### src/rtl/lvlflag_pkg.sv
package lvlflag_pkg;

  typedef enum logic [1:0] {
    PG_OPEN   = 2'd0,
    PG_FIRST  = 2'd1,
    PG_LOCKED = 2'd2
  } prog_state_e;

  // Nearly-empty or nearly-full test on plain integers.
  function automatic logic near_bound(input int unsigned cnt,
                                      input int unsigned lo_ofs,
                                      input int unsigned hi_ofs,
                                      input int unsigned depth);
    logic lo_hit;
    logic hi_hit;
    lo_hit = (cnt <= lo_ofs);
    hi_hit = (cnt + hi_ofs >= depth);
    return lo_hit | hi_hit;
  endfunction

endpackage

### src/rtl/offset_prog.sv
module offset_prog
  import lvlflag_pkg::*;
#(
  parameter int OFS_W   = 8,
  parameter int DEF_OFS = 64
) (
  input  logic             clk,
  input  logic             rst_n,
  input  logic             prog_n,
  input  logic [OFS_W-1:0] prog_data,
  input  logic             in_ready,
  input  logic             first_write_seen,
  output logic [OFS_W-1:0] ofs_x,
  output logic [OFS_W-1:0] ofs_y,
  output logic             write_block
);

  localparam logic [OFS_W-1:0] DEF_VAL = OFS_W'(DEF_OFS);

  prog_state_e state_q, state_d;
  logic        window_open;
  logic        load_both;
  logic        load_y;

  assign window_open = (state_q != PG_LOCKED) && in_ready && !first_write_seen;
  assign write_block = window_open && !prog_n;
  assign load_both   = write_block && (state_q == PG_OPEN);
  assign load_y      = write_block && (state_q == PG_FIRST);

  always_comb begin
    state_d = state_q;
    unique case (state_q)
      PG_OPEN: begin
        if (first_write_seen) state_d = PG_LOCKED;
        else if (load_both)   state_d = PG_FIRST;
      end
      PG_FIRST:  state_d = PG_LOCKED;
      default:   state_d = PG_LOCKED;
    endcase
  end

  always_ff @(posedge clk or negedge rst_n) begin
    if (!rst_n) begin
      state_q <= PG_OPEN;
      ofs_x   <= DEF_VAL;
      ofs_y   <= DEF_VAL;
    end else begin
      state_q <= state_d;
      if (load_both) begin
        ofs_x <= prog_data;
        ofs_y <= prog_data;
      end else if (load_y) begin
        ofs_y <= prog_data;
      end
    end
  end

  // once closed, offsets never move
  a_r8_locked_stable: assert property (@(posedge clk) disable iff (!rst_n)
    (state_q == PG_LOCKED) |=> ($stable(ofs_x) && $stable(ofs_y)));

  // the second edge leaves X alone
  a_r5_second_keeps_x: assert property (@(posedge clk) disable iff (!rst_n)
    (state_q == PG_FIRST) |=> $stable(ofs_x));

  // no load once a data word has gone in
  a_r7_no_load_after_write: assert property (@(posedge clk) disable iff (!rst_n)
    first_write_seen |=> ($stable(ofs_x) && $stable(ofs_y)));

  // the first accepted edge copies the value into both offsets
  a_r4_first_loads_both: assert property (@(posedge clk) disable iff (!rst_n)
    load_both |=> (ofs_x == $past(prog_data) && ofs_y == $past(prog_data)));

endmodule

### src/rtl/level_compare.sv
module level_compare
  import lvlflag_pkg::*;
#(
  parameter int DEPTH = 512,
  parameter int OFS_W = 8,
  parameter int CNT_W = $clog2(DEPTH + 1)
) (
  input  logic             clk,
  input  logic             rst_n,
  input  logic [CNT_W-1:0] word_count,
  input  logic [OFS_W-1:0] ofs_x,
  input  logic [OFS_W-1:0] ofs_y,
  output logic             flag_q
);

  logic flag_d;
  logic primed_q;

  assign flag_d = near_bound(int'(unsigned'(word_count)), int'(unsigned'(ofs_x)),
                             int'(unsigned'(ofs_y)), DEPTH);

  always_ff @(posedge clk or negedge rst_n) begin
    if (!rst_n) begin
      flag_q   <= 1'b1;
      primed_q <= 1'b0;
    end else begin
      flag_q   <= flag_d;
      primed_q <= 1'b1;
    end
  end

  // low side seen one edge earlier forces the flag
  a_r2_empty_side: assert property (@(posedge clk) disable iff (!rst_n)
    (primed_q && ($past(word_count) <= CNT_W'($past(ofs_x)))) |-> flag_q);

  // strictly inside both margins the flag is low
  a_r2_mid_low: assert property (@(posedge clk) disable iff (!rst_n)
    (primed_q && ($past(word_count) > CNT_W'($past(ofs_x)))
      && ((CNT_W + 1)'($past(word_count)) + (CNT_W + 1)'($past(ofs_y)) < (CNT_W + 1)'(DEPTH)))
    |-> !flag_q);

endmodule

### src/rtl/fifo_level_flag.sv
module fifo_level_flag
  import lvlflag_pkg::*;
#(
  parameter int DEPTH   = 512,
  parameter int OFS_W   = 8,
  parameter int DEF_OFS = 64,
  parameter int CNT_W   = $clog2(DEPTH + 1)
) (
  input  logic             clk_w,
  input  logic             rst_n,
  input  logic             prog_n,
  input  logic [OFS_W-1:0] prog_data,
  input  logic             in_ready,
  input  logic             first_write_seen,
  input  logic [CNT_W-1:0] word_count,
  output logic             level_flag,
  output logic             write_block
);

  logic [OFS_W-1:0] ofs_x;
  logic [OFS_W-1:0] ofs_y;

  offset_prog #(.OFS_W(OFS_W), .DEF_OFS(DEF_OFS)) u_prog (
    .clk              (clk_w),
    .rst_n            (rst_n),
    .prog_n           (prog_n),
    .prog_data        (prog_data),
    .in_ready         (in_ready),
    .first_write_seen (first_write_seen),
    .ofs_x            (ofs_x),
    .ofs_y            (ofs_y),
    .write_block      (write_block)
  );

  level_compare #(.DEPTH(DEPTH), .OFS_W(OFS_W), .CNT_W(CNT_W)) u_cmp (
    .clk        (clk_w),
    .rst_n      (rst_n),
    .word_count (word_count),
    .ofs_x      (ofs_x),
    .ofs_y      (ofs_y),
    .flag_q     (level_flag)
  );

  // inhibit only appears with an active strobe inside the window
  a_r6_block_needs_strobe: assert property (@(posedge clk_w) disable iff (!rst_n)
    write_block |-> (!prog_n && in_ready && !first_write_seen));

endmodule

### config.mk
export PLATFORM = sky130hd
export DESIGN_NAME = fifo_level_flag
export DESIGN_NICKNAME = d
export VERILOG_FILES = /design/src/rtl/lvlflag_pkg.sv /design/src/rtl/offset_prog.sv /design/src/rtl/level_compare.sv /design/src/rtl/fifo_level_flag.sv
export SDC_FILE = /design/constraint.sdc
export NUM_CORES = 1
export LEC_CHECK = 0
export BUFFER_PORTS_ARGS = -buffer_cell sky130_fd_sc_hd__buf_2
export CAP_MARGIN = 40
export CORE_ASPECT_RATIO = 1.2
export CORE_MARGIN = 2
export CORE_UTILIZATION = 37
export CTS_BUF_LIST = sky130_fd_sc_hd__clkbuf_2
export DETAILED_ROUTE_END_ITERATION = 7
export SLEW_MARGIN = 20
export SYNTH_ARGS = -nofsm -noshare
export SYNTH_HDL_FRONTEND = slang
export SYNTH_SLANG_ARGS = --single-unit
### constraint.sdc
create_clock -name clk_w -period 2.2 [get_ports clk_w]
set_clock_uncertainty 0.2 [all_clocks]
set_input_delay 0.33 -clock clk_w [delete_from_list [all_inputs] [get_ports clk_w]]
set_output_delay 0.33 -clock clk_w [all_outputs]
set_load 0.01 [all_outputs]
Word level (Yosys, flattened, before mapping)
Index checks and enable logic that the tools add are counted.
{"block": "word_totals", "reg_bits": 19, "inputBits": 23, "output_inout_bits": 2, "word_cells": 25}
{"block": "classes", "add_sub_neg": 1, "magnitude_cmp": 2, "eq_ne": 3, "n_mux": 5, "bitwise": 1, "n_reduce_logical": 9}
{"operator": "$ge 32x10->1 const B", "n": 1}
{"operator": "$mux 8", "n": 2}
{"operator": "$add 10x8->11", "n": 1}
{"operator": "$le 10x8->1", "n": 1}
{"operator": "$mux 2", "n": 3}
{"operator": "$logic_and 1x1->1", "n": 5}
{"operator": "$ne 3x2->1 const B", "n": 1}
{"operator": "$eq 2x1->1 const B", "n": 1}
{"operator": "$logic_not 1->1", "n": 2}
{"operator": "$logic_not 2->1", "n": 1}
{"operator": "$ne 2x2->1 const B", "n": 1}
{"operator": "$reduce_bool 2->1", "n": 1}
{"operator": "$or 1x1->1", "n": 1}

Depth between registers and ports, before layout
Gate-level depths: netlist (run 1).
{"block": "logic_depth", "word_depth": 8, "mapped_depth": 7, "depth_no_buf": 7}

By module
A second synthesis (run 1) with hierarchy kept.
{"block": "unflattened", "cells_unflattened": 103, "area_unflattened_um2": 1197.4}
{"mod": "offset_prog", "instances": 1, "cells_each": 42, "area_each_um2": 716.9, "seq_area_each_um2": 452.9}
{"mod": "level_compare", "instances": 1, "cells_each": 61, "area_each_um2": 480.5, "seq_area_each_um2": 26.3}

Worst setup path after synthesis (run 1)
Ideal clock, no wire load.
{"block": "synth_path", "path_kind": "register to register", "startpoint": "register u_prog.ofs_x[6]", "endpoint": "register u_cmp.flag_q", "setup_ps": 94, "arrival_ps": 1678, "required_time_ps": 1906, "slack_ps": 228, "stages_incl_launch_ff": 8, "path_buffers": 0, "synth_period_minus_slack_ps": 1972, "path_cell_list": "dfstp_2 > inv_1 > ha_1 > and4bb_1 > nand2_1 > o21ai_2 > a21oi_1 > or4b_1"}
{"block": "synth_via", "elab_chain_cells": 2}
{"item": "start: declaration", "line_no": "offset_prog.sv:13", "rtl": "output logic [OFS_W-1:0] ofs_x,"}
{"item": "start signal: assignment", "line_no": "offset_prog.sv:50", "rtl": "ofs_x <= prog_data;"}
{"item": "$le 10x8->1", "line_no": "lvlflag_pkg.sv:16", "rtl": "lo_hit = (cnt <= lo_ofs);"}
{"item": "$or 1x1->1", "line_no": "lvlflag_pkg.sv:18", "rtl": "return lo_hit | hi_hit;"}
{"item": "net u_cmp.flag_d", "line_no": "level_compare.sv:16", "rtl": "logic flag_d;"}
{"item": "end signal: assignment", "line_no": "level_compare.sv:27", "rtl": "flag_q <= flag_d;"}
{"item": "end: declaration", "line_no": "level_compare.sv:13", "rtl": "output logic flag_q"}
The timed path passes the listed nets, and every way through them passes these cells.
A chain may end at the register's enable or synchronous reset.

Worst setup path in the final report (run 1)
Ends and elaborated chain as after synthesis.

==> run metrics, run 1 <==
share of final-layout standard cells stronger than drive strength 1=approximately a third; overall global routing resource usage=approximately 15%; critical path startpoint category=flop; number of nets in the synthesized netlist=152; routed length per placed instance=roughly 13 um; total power density per cell area=between 400 and 500 mW/mm^2; Diodes inserted=0; detailed-router iteration count before antenna repair=4; Core Area=0.00303 mm^2; initial antenna violation count=0; Relative slew margins=about three fifths; number of warning messages in the yosys log=0; clock latency on the worst-skew pair=0.32 ns; Die Y=65.5 um; syn avg cell area=between 10 and 15 um^2; reg-to-reg endpoint=u_cmp.flag_q; number of filler instances in the final layout=303; total count of hold-check failures in the final report=0; worst-case reg-to-reg path depth=7; post-synth cell types=31; kind of critical path=flop to flop; Max Cap Viol=0; fraction of the cycle the final worst path needs=a little over nine tenths; count of cells along the worst hold path=3; capturing element type of the critical path=flop; launch instance of the worst min-delay path=prog_data[3]; Worst Path Arrival=2.19 ns; total power draw=0.685 mW; transition time of the tightest slew-check pin=0.584 ns; clock transition time at the flip-flop clock pins of the worst setup and hold paths=around 0.18 ns; DRT iter0 DRCs=13; Total Routed Length=around 2.4 mm; total number of nets in the final design=between 150 and 200; Routability Congestion=around 0.89; half-perimeter wire length after detailed placement=about 1.9 mm; flop2flop setup slack=0.06 ns; die outline area=about 0.0036 mm^2; worst hold path type=primary input to flop; critical path required time=about 2.3 ns; buffer cell driving the clock tree root=sky130_fd_sc_hd__clkbuf_2; count of pins on the block boundary=25; RSZ-0062 raised after global routing=no; Post-Synthesis Cell Area=between 0.001 and 0.0015 mm^2; timing-limited maximum frequency=approximately 470 MHz; global-route wire length before repair=roughly 4.1 mm; reg2reg start=u_prog.ofs_x[6]; worst-case vdd ir drop=0.252 mV; DRC violations left=0; register area share after synthesis=roughly two fifths; via count=between 900 and 1k; final setup fails=0; number of CTS-inserted buffers=3; post-route setup TNS=0 ns; Final Cell Area=approximately 0.0014 mm^2; via count of the first global-routing pass=between 900 and 1k; count of antenna-violating nets left after detailed routing=0; CTS tree=built; Clock Sink Count=19; synth-to-layout area growth=23.8%; leakage power=approximately 0.73 nW; critical path peak fanout=3; post-placement cell area=0.00134 mm^2; remaining global-route overflow=0; post-layout instance count excluding filler cells=between 150 and 200; Site Rows=22; end of the worst hold path=u_prog.ofs_x[3]; number of max-slew violations in the final report=0; x dimension of the die=around 55 um; H-tree levels=1; status=finished, final reports clean; total of buffers placed on input and output ports=24; average vias per placed instance=between 5 and 6; cells after synthesis=112; effective utilization at floorplan=roughly two fifths; Clock Path Buffers=2; time the worst path needs with I/O delays and setup=around 2.1 ns; total placed cells including tap cells=172; Synth Register Bits=19; maximum number of pins on one net before global-route repair=20
[cells in the mapped netlist]
| library cell | count | area share (%) |
|---|---|---|
| sky130_fd_sc_hd__or4b_1 | 1 | 0.86 |
| sky130_fd_sc_hd__or3_1 | 1 | 0.54 |
| sky130_fd_sc_hd__nor2_2 | 1 | 0.54 |
| sky130_fd_sc_hd__nor3b_1 | 1 | 0.64 |
| sky130_fd_sc_hd__nand4_1 | 2 | 1.1 |
| sky130_fd_sc_hd__a21oi_2 | 1 | 0.75 |
| sky130_fd_sc_hd__nor2_1 | 3 | 0.97 |
| sky130_fd_sc_hd__inv_1 | 10 | 3.2 |
| sky130_fd_sc_hd__a21o_2 | 1 | 0.75 |
| sky130_fd_sc_hd__and4_1 | 1 | 0.75 |
| sky130_fd_sc_hd__o311ai_0 | 1 | 0.75 |
| sky130_fd_sc_hd__mux2_2 | 9 | 8.7 |
| sky130_fd_sc_hd__nor2b_1 | 2 | 1.1 |
| sky130_fd_sc_hd__dfstp_2 | 3 | 6.8 |
| sky130_fd_sc_hd__clkbuf_1 | 1 | 0.32 |
| sky130_fd_sc_hd__a21oi_1 | 7 | 3.0 |
| sky130_fd_sc_hd__a2111oi_0 | 1 | 0.75 |
| sky130_fd_sc_hd__o31ai_1 | 1 | 0.64 |
| sky130_fd_sc_hd__a31oi_1 | 1 | 0.54 |
| sky130_fd_sc_hd__and4bb_1 | 1 | 1.1 |
| sky130_fd_sc_hd__nand3_1 | 4 | 1.7 |
| sky130_fd_sc_hd__or2b_2 | 1 | 0.75 |
| sky130_fd_sc_hd__a21o_1 | 1 | 0.64 |
| sky130_fd_sc_hd__nor3_2 | 1 | 0.86 |
| sky130_fd_sc_hd__fa_1 | 1 | 1.7 |
| sky130_fd_sc_hd__o21ai_0 | 8 | 3.4 |
| sky130_fd_sc_hd__o21ai_2 | 1 | 0.75 |
| sky130_fd_sc_hd__dfrtp_1 | 16 | 34 |
| sky130_fd_sc_hd__nand2_1 | 13 | 4.2 |
| sky130_fd_sc_hd__o2111ai_1 | 1 | 0.75 |
| sky130_fd_sc_hd__ha_1 | 16 | 17 |
[layout by cell type, fill, tap and decap left out, drive strengths merged, types with 4 or more instances in the layout]
| cell | netlist | layout |
|---|---|---|
| buf | 0 | 26 |
| o21ai | 9 | 9 |
| clkbuf | 1 | 4 |
| inv | 10 | 10 |
| nand3 | 4 | 4 |
| dlygate4sd3 | 0 | 8 |
| nor2 | 4 | 4 |
| a21oi | 8 | 8 |
| nand2 | 13 | 13 |
| mux2 | 9 | 9 |
| dfrtp | 16 | 16 |
| ha | 16 | 16 |
[sequential cells by signal (all words and copies together), names as in the netlist]
| name | cells |
|---|---|
| u_cmp.flag_q | 1 |
| u_prog.ofs_y | 8 |
| u_prog.state_q | 2 |
| u_prog.ofs_x | 8 |
[repair_timing]
action / in CTS / in global routing
buffers inserted: 0 / 1
hold buffers: 6 / 2
setup endpoints to repair: 0 / 1
hold endpoints to repair: 21 / 2
gates resized for setup: 0 / 3
[per-layer routing]
layer	track usage, %	wire (um)	vias up
li1	-	-	471
met1	16.3	978	464
met2	26.3	1280	22
met3	2.76	80	11
met4	9.15	100	0
met5	0	0	-
[kinds of logic (layout without fill, tap and decap cells)]
group	count (synthesis)	count (layout)	share of synthesized area [%]
AOI/OAI and AO/OA	24	24	12.8
buffers and inverters	11	48	3.54
and+or+nand+nor	32	32	15.0
muxes	9	9	8.69
adders and majority gates	17	17	18.9
DFF	19	19	41.1
[worst max path at each step]
stage                    start      endpoint  slack (ns)  cells after the start
6_report       u_prog.ofs_x[6]  u_cmp.flag_q        0.06                      7
2_1_floorplan  u_prog.ofs_x[6]  u_cmp.flag_q        0.23                      7
3_3_place_gp     word_count[1]  u_cmp.flag_q        0.09                      7
3_5_place_dp     word_count[1]  u_cmp.flag_q      -0.009                      7
4_1_cts        u_prog.ofs_y[1]  u_cmp.flag_q        0.03                      6
5_1_grt        u_prog.ofs_y[1]  u_cmp.flag_q       0.009                      6
[critical path, stage by stage, from the launching register on]
cell and delay (ns):
sky130_fd_sc_hd__dfstp_2 0.56, sky130_fd_sc_hd__inv_1 0.04, sky130_fd_sc_hd__ha_1 0.25, sky130_fd_sc_hd__and4bb_2 0.27, sky130_fd_sc_hd__nand2_1 0.08, sky130_fd_sc_hd__o21ai_2 0.10, sky130_fd_sc_hd__a21oi_1 0.06, sky130_fd_sc_hd__or4b_1 0.52
[final cells by class]
type | instances | area, um^2 | area share (%)
clock buffers | 4 | 20.0 | 1.39
inverters | 10 | 37.5 | 2.60
multi-input cells | 82 | 647 | 44.8
flip-flops and latches | 19 | 479 | 33.2
well taps | 36 | 45.0 | 3.12
repair buffers | 34 | 215 | 14.9
[power breakdown]
part / internal [mW] / total (mW) / switching (mW)
Sequential: 0.375 / 0.384 / 0.00893
Combinational: 0.0720 / 0.144 / 0.0722
Clock: 0.0481 / 0.157 / 0.109
[metrics by stage]
stage	utilization, %	hold slack (ns)	setup slack (ns)
5_1_grt	47.7	0.0115	0.00932
2_1_floorplan	-	-0.166	0.228
6_report	47.7	0.0321	0.0614
3_3_place_gp	44.1	0.0862	0.0874
3_5_place_dp	44.1	0.0931	-0.00919
4_1_cts	46.7	0.000514	0.0345
Power figures use the tool's default switching activity.
==> inputs of run 2 (changes only) <==
Settings changed: PLACE_DENSITY_LB_ADDON set to 0.08.
==> run metrics, run 2 (synthesis gave the netlist of run 1 again) <==
clock latency on the worst-skew pair=a little over 0.3 ns; critical path peak fanout=3; share of final-layout standard cells stronger than drive strength 1=about a third; global-route wire length before repair=between 4 and 5 mm; fraction of the cycle the final worst path needs=between 90% and 100%; Worst Setup Slack, final=~0.12 ns; worst hold slack=~0.015 ns; synth-to-layout area growth=22.2%; total number of nets in the final design=188; Clock Sink Count=19; detailed-router iteration count before antenna repair=4; worst-case vdd ir drop=approximately 0.25 mV; routed length per placed instance=roughly 13 um; reg-to-reg endpoint=u_cmp.flag_q; DRT iter0 DRCs=12; FF/Latch Area=479 um^2; total power density per cell area=479 mW/mm^2; effective utilization at floorplan=between 30% and 40%; Die Y=65.5 um; post-placement cell area=between 0.001 and 0.0015 mm^2; registers with the most flip-flops=u_prog.ofs_x (8), u_prog.ofs_y (8), u_prog.state_q (2); average vias per placed instance=between 5 and 6; RSZ-0062 raised after global routing=no; post-route core utilization=47.1%; post-route setup TNS=0 ns; worst hold path type=primary input to flop; total placed cells including tap cells=around 170; Clock Path Buffers=2; critical path startpoint category=flop; critical path required time=2.27 ns; via count of the first global-routing pass=952; maximum number of pins on one net before global-route repair=20; DRC violations left=0; commonest cells after routing, fill and taps aside=sky130_fd_sc_hd__buf_2, sky130_fd_sc_hd__ha_1, sky130_fd_sc_hd__dfrtp_1, sky130_fd_sc_hd__nand2_1, sky130_fd_sc_hd__inv_1; leakage power=about 0.72 nW; most common library cell in the layout ignoring fill and taps=sky130_fd_sc_hd__buf_2; reg2reg start=u_prog.ofs_x[6]; CP Cell Sequence=inv_1, ha_1, and4bb_2, nand2_1, o21ai_2, a21oi_1, or4b_1; Max Cap Viol=0; Total Routed Length=about 2.4 mm; via count=about 940; count of pins on the block boundary=25; Diodes inserted=0; number of max-slew violations in the final report=0; Site Rows=22; total of buffers placed on input and output ports=24; H-tree levels=1; largest stage delay on the critical path=between 0.5 and 0.6 ns; die outline area=0.00362 mm^2; flop2flop setup slack=between 0.1 and 0.15 ns; capturing element type of the critical path=flop; Final Cell Area=about 0.0014 mm^2; half-perimeter wire length after detailed placement=around 1.9 mm; number of filler instances in the final layout=319; Relative slew margins=60.7%; time the worst path needs with I/O delays and setup=just over 2 ns; setup slack after placement=about 0.025 ns; CP Capture Point=u_cmp.flag_q; post-layout instance count excluding filler cells=approximately 180; master of the slowest instance on the critical path=sky130_fd_sc_hd__dfstp_2; CTS tree=built; total count of hold-check failures in the final report=0; total power draw=0.682 mW; remaining global-route overflow=0; count of antenna-violating nets left after detailed routing=0; transition time of the tightest slew-check pin=between 0.5 and 0.6 ns; status=finished, final reports clean; Routability Congestion=between 0.8 and 0.9; kind of critical path=flop to flop; overall global routing resource usage=approximately 15%; initial antenna violation count=0; buffer cell driving the clock tree root=sky130_fd_sc_hd__clkbuf_2; number of CTS-inserted buffers=3; Worst Path Arrival=about 2.2 ns; clock transition time at the flip-flop clock pins of the worst setup and hold paths=approximately 0.2 ns; timing-limited maximum frequency=approximately 480 MHz; combined area of the multi-input logic cells=approximately 650 um^2; final setup fails=0; worst setup path startpoint=u_prog.ofs_x[6]; worst-case reg-to-reg path depth=7; x dimension of the die=~55 um; Core Area=between 0.003 and 0.004 mm^2
==> run 2: power by group <==
| part | internal (mW) | switching, mW | total (mW) |
|---|---|---|---|
| Clock | 0.0412 | 0.117 | 0.158 |
| Sequential | 0.375 | 0.00898 | 0.384 |
| Combinational | 0.0695 | 0.0709 | 0.140 |
| Total | 0.485 | 0.197 | 0.682 |
==> run 2: area by class of cell <==
class / count / area share [%]
multi-input cells: 82 / 45.3
flip-flops and latches: 19 / 33.6
repair buffers: 32 / 13.9
well taps: 36 / 3.16
inverters: 10 / 2.63
clock buffers: 3 / 1.05
clock inverters: 1 / 0.351
==> run 2: worst min path at each step <==
stage,startpoint,to,cells past startpoint
2_1_floorplan,rst_n,u_prog.ofs_x[0],0
6_report,prog_data[7],u_prog.ofs_x[7],3
3_5_place_dp,rst_n,u_prog.ofs_y[1],1
4_1_cts,prog_data[7],u_prog.ofs_x[7],3
5_1_grt,prog_data[6],u_prog.ofs_x[6],3
3_3_place_gp,rst_n,u_prog.ofs_y[1],1
==> run 2: repair_timing <==
item                       CTS  global route
setup endpoints to repair    0             1
hold buffers                 6             1
buffers inserted             0             0
hold endpoints to repair    21             2
gates resized for setup      0             2
==> run 2: critical path: cells and delay by family (launching register included) <==
kind | cells | cell delay (ns)
compound gates | 2 | 0.16
buf+inv | 1 | 0.05
fa+ha+maj | 1 | 0.26
flops | 1 | 0.56
simple gates | 3 | 0.81
==> run 2: layer usage <==
metal / wire length [um] / global-route usage (%) / part of all wire, %
met1: 1110 / 19.1 / 45
met2: 1180 / 25.4 / 48
met3: 103 / 2.95 / 4.2
met4: 48 / 8.23 / 2.0
met5: 0 / 0 / 0
==> inputs of run 3 (changes only) <==
Settings changed: REMOVE_ABC_BUFFERS set to 1.
==> run metrics, run 3 (synthesis gave the netlist of run 1 again) <==
routed length per placed instance=between 10 and 15 um; CP delay by family, top=simple AND/OR/NAND/NOR gates; critical path peak fanout=2; leakage power=about 0.71 nW; number of max-slew violations in the final report=0; status=finished, final reports clean; total count of hold-check failures in the final report=0; Clock Path Buffers=2; initial antenna violation count=0; final setup fails=0; share of final-layout standard cells stronger than drive strength 1=between 30% and 40%; maximum number of pins on one net before global-route repair=20; count of pins on the block boundary=25; met3 WL=about 100 um; via count=approximately 920; CP Cell Sequence=ha_1, fa_1, nand3_1, nand2_1, nand3_1, a21oi_1, or4b_1; synth-to-layout area growth=19.6%; total power density per cell area=~480 mW/mm^2; Relative slew margins=62.2%; timing-limited maximum frequency=484 MHz; die outline area=between 0.003 and 0.004 mm^2; Core Area=roughly 0.0030 mm^2; sum of buffers and inverters on the critical path=0; metal1 wirelength=about 1.0 mm; top metal layer carrying routed signals=met4; capturing element type of the critical path=flop; Diodes inserted=0; cell with the most instances on the worst path=sky130_fd_sc_hd__nand3_1; x dimension of the die=approximately 55 um; number of cells on the critical path=7; clock transition time at the flip-flop clock pins of the worst setup and hold paths=about 0.17 ns; flop2flop setup slack=0.13 ns; fraction of the cycle the final worst path needs=approximately 94%; number of CTS-inserted buffers=3; met2 WL=1.23 mm; setup slack after placement=around 0.038 ns; worst hold slack=0.0412 ns; CTS tree=built; transition time of the tightest slew-check pin=between 0.5 and 0.6 ns; total placed cells including tap cells=172; total of buffers placed on input and output ports=24; effective utilization at floorplan=between 30% and 40%; post-route setup TNS=0 ns; via count of the first global-routing pass=approximately 860; master of the slowest instance on the critical path=sky130_fd_sc_hd__or4b_1; Clock Sink Count=19; half-perimeter wire length after detailed placement=about 1.9 mm; Final Cell Area=0.00140 mm^2; Max Cap Viol=0; DRC violations left=0; clock latency on the worst-skew pair=about 0.30 ns; most common library cell in the layout ignoring fill and taps=sky130_fd_sc_hd__buf_2; worst-case reg-to-reg path depth=7; critical path startpoint category=flop; Die Y=65.5 um; Worst Setup Slack, final=0.133 ns; worst-case vdd ir drop=0.346 mV; time the worst path needs with I/O delays and setup=a little over 2 ns; Worst Path Arrival=around 2.1 ns; worst hold path type=primary input to flop; post-placement cell area=around 0.0013 mm^2; commonest cells after routing, fill and taps aside=sky130_fd_sc_hd__buf_2, sky130_fd_sc_hd__dfrtp_1, sky130_fd_sc_hd__ha_1, sky130_fd_sc_hd__nand2_1, sky130_fd_sc_hd__inv_1; average vias per placed instance=~5; post-layout instance count excluding filler cells=about 180; registers with the most flip-flops=u_prog.ofs_x (8), u_prog.ofs_y (8), u_prog.state_q (2); Total Routed Length=between 2 and 2.5 mm; Routability Congestion=about 0.75; remaining global-route overflow=0; largest stage delay on the critical path=approximately 0.53 ns; DRT iter0 DRCs=15; H-tree levels=1; buffer cell driving the clock tree root=sky130_fd_sc_hd__clkbuf_2; RSZ-0062 raised after global routing=no; count of cells along the worst hold path=3; count of antenna-violating nets left after detailed routing=0; kind of critical path=flop to flop; critical path required time=around 2.2 ns; overall global routing resource usage=between 10% and 20%; total number of nets in the final design=about 180; Site Rows=22; global-route wire length before repair=between 3 and 4 mm; detailed-router iteration count before antenna repair=4
-- run 3: changes by cell type in the layout (fill, tap and decap cells not counted), sizes merged --
| cell | previous run | this run |
|---|---|---|
| dlygate4sd3 | 7 | 2 |
| buf | 25 | 26 |
| clkbuf | 3 | 4 |
| clkinv | 1 | 0 |
-- run 3: layout make-up --
| class | instances | area [um^2] |
|---|---|---|
| Fill cell | 318 | 1630 |
| Inverter | 10 | 37.5 |
| Tap cell | 36 | 45.0 |
| Clock buffer | 4 | 20.0 |
| Timing Repair Buffer | 28 | 155 |
| Multi-Input combinational cell | 82 | 658 |
| Sequential cell | 19 | 479 |
-- run 3: per-layer routing --
metal / up-vias / track usage, %
met2: 18 / 25.3
met4: 0 / 4.57
met1: 437 / 16.3
met3: 2 / 2.76
li1: 460 / -
met5: - / 0
-- run 3: what timing repair did --
action / 4_1_cts / 5_1_grt
hold buffers: 1 / 1
hold endpoints to repair: 16 / 1
resized for setup: 0 / 3
endpoints found under the setup margin: 0 / 1
setup buffers: 0 / 1
-- run 3: worst min-delay path, delay by kind of cell --
kind | cells | cell delay, ns
buf+inv | 1 | 0.09
compound gates | 1 | 0.06
simple gates | 1 | 0.04
-- run 3: final timing paths --
check | start | end
min reg2reg | u_prog.ofs_y[2] | u_prog.ofs_y[2]
min in group asynchronous | rst_n | u_prog.ofs_x[1]
max | u_prog.ofs_y[0] | u_cmp.flag_q
max in group asynchronous | rst_n | u_prog.ofs_y[6]
min | prog_data[3] | u_prog.ofs_x[3]
max reg2reg | u_prog.ofs_y[0] | u_cmp.flag_q
-- run 3: report_power, final --
group	internal (mW)	leakage [nW]	switching, mW
Sequential	0.375	0.222	0.00930
Combinational	0.0671	0.468	0.0713
Clock	0.0482	0.0166	0.0997
Total	0.490	0.706	0.180
-- run 3: stage by stage --
stage	util [%]	power, mW
floorplan	-	0.465
global placement	44.1	0.518
detailed placement	44.1	0.523
CTS	45.1	0.677
global route	46.1	0.726
finish	46.1	0.670
